### config.mk
export PLATFORM = sky130hd
export DESIGN_NAME = carrier_modulator
export DESIGN_NICKNAME = d
export VERILOG_FILES = /design/src/rtl/carrier_modulator.sv
export SDC_FILE = /design/constraint.sdc
export NUM_CORES = 1
export LEC_CHECK = 0
export BUFFER_PORTS_ARGS = -buffer_cell sky130_fd_sc_hd__buf_4
export CORE_MARGIN = 5
export CORE_UTILIZATION = 39
export CTS_CLUSTER_SIZE = 24
export DETAILED_ROUTE_END_ITERATION = 7
export HOLD_SLACK_MARGIN = 0.03
export PLACE_DENSITY = 0.84
export SYNTH_ARGS = -nofsm -noshare
export SYNTH_HDL_FRONTEND = slang
export SYNTH_SLANG_ARGS = --single-unit
export TNS_END_PERCENT = 100
### constraint.sdc
create_clock -name clk -period 2.4 [get_ports clk]
set_clock_uncertainty 0.05 [all_clocks]
set_input_delay 0 -clock clk [delete_from_list [all_inputs] [get_ports clk]]
set_output_delay 0 -clock clk [all_outputs]
set_load 0.03 [all_outputs]
### src/rtl/carrier_modulator.sv
module carrier_modulator #(
  parameter int SEL_W   = 4,
  parameter int NUM_SRC = 10,
  parameter int CTRL_W  = 16
) (
  input  logic              clk,
  input  logic              rst_n,
  input  logic [CTRL_W-1:0] ctrl_word,
  input  logic [NUM_SRC-1:0] cand_in,
  input  logic              data_bit,
  output logic              mod_out,
  output logic              hi_pin_drv,
  output logic              lo_pin_drv,
  output logic [CTRL_W-1:0] ctrl_rd
);
  localparam int HALF = CTRL_W / 2;
  localparam int DIS  = HALF - 1;
  localparam int POL  = HALF - 2;
  localparam int SYN  = HALF - 3;
  localparam logic [CTRL_W-1:0] RD_MASK =
    ~((CTRL_W'(1) << (HALF + SEL_W)) | (CTRL_W'(1) << SEL_W));

  function automatic logic pick(input logic [SEL_W-1:0] sel, input logic [NUM_SRC-1:0] src);
    logic r;
    r = 1'b0;
    for (int i = 0; i < NUM_SRC; i++)
      if (int'(sel) == i + 1) r = src[i];
    return r;
  endfunction

  logic [HALF-1:0] hi_f, lo_f;
  logic hi_adj, lo_adj, hi_q, lo_q, act_q, hi_fall, lo_fall, may_switch;

  assign hi_f = ctrl_word[CTRL_W-1:HALF];
  assign lo_f = ctrl_word[HALF-1:0];

  assign hi_adj  = pick(hi_f[SEL_W-1:0], cand_in) ^ hi_f[POL];
  assign lo_adj  = pick(lo_f[SEL_W-1:0], cand_in) ^ lo_f[POL];
  assign hi_fall = hi_q & ~hi_adj;
  assign lo_fall = lo_q & ~lo_adj;

  assign may_switch = act_q ? (~hi_f[SYN] | hi_fall) : (~lo_f[SYN] | lo_fall);

  always_ff @(posedge clk or negedge rst_n) begin
    if (!rst_n) begin
      hi_q  <= 1'b0;
      lo_q  <= 1'b0;
      act_q <= 1'b0;
    end else begin
      hi_q <= hi_adj;
      lo_q <= lo_adj;
      if ((data_bit != act_q) && may_switch) act_q <= data_bit;
    end
  end

  assign mod_out    = rst_n & (act_q ? hi_adj : lo_adj);
  assign hi_pin_drv = hi_adj & ~hi_f[DIS];
  assign lo_pin_drv = lo_adj & ~lo_f[DIS];
  assign ctrl_rd    = ctrl_word & RD_MASK;
endmodule

; ---- After elaboration in Yosys (flattened, before gate mapping)
; Index checks and enable logic that the tools add are counted.
; Widths: inputs -> output; s select.
[op_classes]
eq_ne = 21
n_mux = 22
bitwise = 15
n_reduce_logical = 1
[ops]
columns = cell, count
row1 = $eq 4x4->1 const B, 14
row2 = $mux 1, 22
row3 = $eq 4x3->1 const B, 4
row4 = $eq 4x2->1 const B, 2
row5 = $not 1->1, 6
row6 = $and 1x1->1, 5
row7 = $or 1x1->1, 2
row8 = $xor 1x1->1, 2
row9 = $logic_and 1x1->1, 1
row10 = $ne 1x1->1, 1
[totals]
regBits = 3
inputBits = 29
output_inout_bits = 19
word_cells = 62

; ---- Depth between registers and ports, before layout
[depth]
ltp_word = 17
depth_mapped = 7
ltp_nobuf = 7

; ---- Least setup slack after synthesis
; Ideal clock, no wire load.
[synth_timing]
path_kind = input -> output
startpoint = input port ctrl_word[8]
endpoint = output port hi_pin_drv
t_arrival_ns = 1.394
t_required_ns = 2.350
slack_ns = 0.956
path_stages = 6
path_buffers = 1
cell_sequence = buf_6 mux2i_1 mux4_2 mux2i_1 xnor2_1 nor2_1
[synth_via]
elab_chain_len = 13
word_cells_on_any_way = 22
classes_between = eq/ne (10) / mux (10) / bitwise (2)
[synth_lines]
columns = element, line_no
row1 = from (decl), 8  ; input logic [CTRL_W-1:0] ctrl_word,
row2 = $eq 4x2->1, 27  ; if (int'(sel) == i + 1) r = src[i];
row3 = $mux 1 (9 in a row), 27
row4 = $mux 1 *, 27
row5 = $xor 1x1->1 *, 37  ; assign hi_adj = pick(hi_f[SEL_W-1:0], cand_in) ^ hi_f[POL];
row6 = $and 1x1->1 *, 57  ; assign hi_pin_drv = hi_adj & ~hi_f[DIS];
row7 = to (decl), 12  ; output logic hi_pin_drv,
; Mark *: on every way between the ends. The rest lies on a longest branch, timed or not.

; ---- Worst setup path in the final report
[layout_timing]
startpoint = input port ctrl_word[8]
endpoint = output port mod_out
[layout_via]
elab_chain_len = 14
word_cells_on_any_way = 23
classes_between = eq/ne (10) / mux (11) / bitwise (2)
[layout_lines]
columns = element, line_no
row1 = $eq 4x2->1, 27
row2 = $mux 1 (9 in a row), 27
row3 = $mux 1 *, 27
row4 = $xor 1x1->1 *, 37
row5 = $mux 1 *, 56  ; assign mod_out = rst_n & (act_q ? hi_adj : lo_adj);
row6 = $and 1x1->1 *, 56
row7 = to (decl), 11  ; output logic mod_out,
; Marked as above.

==> flow_metrics.py <==
metrics = {
    "routing": {
        "drt_iter0_drc": 3,
        "via_count": 556,
        "viasPerCell": 5.01,
        "antenna_left": 0,
        "drc": 0,
        "wl_um": 1450,
        "wl_per_cell_um": 13.0,
        "first_pass_iters": 2,
    },
    "cells_and_area": {
        "antenna_cells": 0,
        "multi_input_area_um2": 309,
        "final_nets": 126,
        "drive_above_1_share_pct": 56.3,
        "syn2layout_area_growth_pct": 51.7,
        "register_area_um2": 75.1,
        "final_common_cell": "buf_4",
        "final_cell_mix": "buf_4 (43), nand2_1 (5), mux2i_1 (4), o21ai_0 (4)",
        "num-fill-cells": 116,
    },
    "run_status": {
        "status": "completed",
    },
    "global_route": {
        "grt_antenna_before_repair": 0,
        "gr-total-overflow": 0,
        "grt_pass1_vias": 573,
        "grt_pass1_wl_um": 2150,
        "grt_usage_pct": 14.0,
        "grt_max_degree": 8,
    },
    "timing": {
        "hold_viol": 0,
        "rsz0062_at_grt": "no",
        "tns_ps": 0,
        "setup_viol": 0,
        "fmax_mhz": 676,
        "period_share_pct": 61.6,
        "layout_setup_ws_ps": 921,
        "slew_violations": 0,
        "period_needed_ps": 1480,
    },
    "worst_setup_path": {
        "critPathKind": "in -> out",
        "critPathMaxStageDelay_ps": 330,
        "path_common_cell": "buf_4",
        "crit_family": "multiplexers",
        "r2r_slack_ps": 1500,
        "crit_path_max_fanout": 7,
        "cp.arrival_ps": 1430,
        "worstSetupStartpointType": "input port",
        "worstPathRequired_ps": 2350,
        "cp-endpoint": "mod_out",
        "crit_start": "ctrl_word[8]",
        "path_buf_inv": 2,
        "crit_chain": "buf_4 > mux2_2 > o21ai_0 > mux2i_1 > xnor2_1 > o22ai_2 > buf_4",
        "r2r_start": "act_q",
        "worst-r2r-cell-count": 2,
        "r2r-end": "act_q",
        "path_depth": 7,
        "end_kind": "primary output",
        "critical_path.slowest_cell": "mux2_2",
    },
    "floorplan": {
        "dieArea_um2": 2170,
        "die_width_um": 46.6,
        "start_util_pct": 40.7,
        "core_um2": 1280,
        "die_y_um": 46.6,
        "rows": 13,
        "pin_count": 48,
    },
    "synth": {
        "synth_top_area_share_pct": 23.0,
        "synthTopCellsByArea": "buf_4 (23%), dfrtp_1 (14%), mux4_2 (8.6%)",
        "seq_area_frac_synth_pct": 14.4,
        "synthesis.area_um2": 523,
        "synth_top_area_cell": "buf_4",
        "ys_ff_latch": 3,
        "avgSynthCellArea_um2": 8.44,
        "ys_types": 24,
        "synthCells": 62,
        "yosys_warnings": 0,
    },
    "clock_tree": {
        "clock_sinks": 3,
        "cts_max_path_buffers": 2,
        "insertion_delay_ps": 230,
        "cts_inserted_buffers": 3,
        "cts_root_buf": "clkbuf_4",
        "cts.clk_slew.worst_paths_ps": 40,
        "htree_levels": 1,
        "cts_tree": "built",
    },
    "placed_design": {
        "preCtsSetupSlack_ps": 895,
        "io_buffers": 43,
        "dp_hpwl_um": 1280,
        "gp_congestion": 0.727,
    },
    "pwr": {
        "p_leak_uw": 0.000399,
        "powerDensity_nw_per_um2": 428,
        "irDropWorstVdd_v": 0.000205,
    },
    "worst_hold_path": {
        "min_path_type": "in -> reg",
    },
    "run": {
        "drv_cap": 0,
    },
}
metrics by stage:
stage	utilization, %	power (uW)	area [um^2]	hold slack, ps	cells
2_1_floorplan	-	187	527	-346	63
3_3_place_gp	57.4	245	737	-252	104
3_5_place_dp	57.4	250	737	-249	104
4_1_cts	61.7	346	793	33.8	111
5_1_grt	61.7	359	793	48.6	111
6_report	61.7	340	793	34.8	111
state kept, by name (all words and copies together), names as in the netlist:
signal	flops
hi_q	1
act_q	1
lo_q	1
where the power goes:
group / switching (uW) / internal [uW]
Combinational: 98.9 / 87.6
Sequential: 4.86 / 59.7
Clock: 26.4 / 62.3
Total: 130 / 210
worst min-delay path, stage by stage:
cell	delay, ps
buf_4	80
o2111ai_1	110
o211ai_2	80
cells by family after synthesis:
family	after synthesis	share of synthesized area (%)
buf+inv	20	27.3
simple gates	16	15.1
compound gates	10	13.9
mux	8	20.6
xor+xnor	4	8.14
flops	3	14.4
other cells	1	0.717
timing repair:
item,4_1_cts,5_1_grt
resized for setup,0,0
hold endpoints to repair,5,0
setup endpoints to repair,0,0
hold buffers,3,0
setup buffers,0,0
metal layers:
metal | up-vias | part of all wire (%) | GRT usage (%)
met5 | - | 0 | 0
li1 | 262 | - | -
met1 | 253 | 34 | 13.0
met4 | 0 | 2.5 | 8.84
met3 | 4 | 12 | 3.13
met2 | 37 | 52 | 26.9
worst min-delay path by stage:
stage                     depth (start not counted)     startpoint     to  slack, ps
after floorplan                                   0          rst_n  act_q       -350
after CTS                                         3  ctrl_word[13]  act_q         30
after global placement                            1          rst_n   lo_q       -250
after global routing                              2          rst_n   lo_q         50
final                                             3  ctrl_word[13]  act_q         30
after detailed placement                          1          rst_n   lo_q       -250
cell usage after synthesis:
library cell,number
xor2_1,1
o211ai_2,1
mux4_2,2
nand3_1,2
a21oi_1,2
xor2_2,1
o22ai_2,1
o21ai_0,4
o2111ai_1,1
nor2_1,3
dfrtp_1,3
nand2_1,5
nor2b_1,2
buf_4,16
nand2b_1,3
inv_1,2
nand3b_1,1
o311ai_0,1
buf_6,1
xnor2_1,2
inv_2,1
conb_1,1
mux2i_1,4
mux2_2,2
cell type report:
class,count,share of cell area (%)
clock buffer,4,3.31
inverter,3,1.42
multi-input combinational,40,39.0
sequential,3,9.46
tap,15,2.37
timing repair buffer,46,44.5
(Power assumes the default switching activity.)
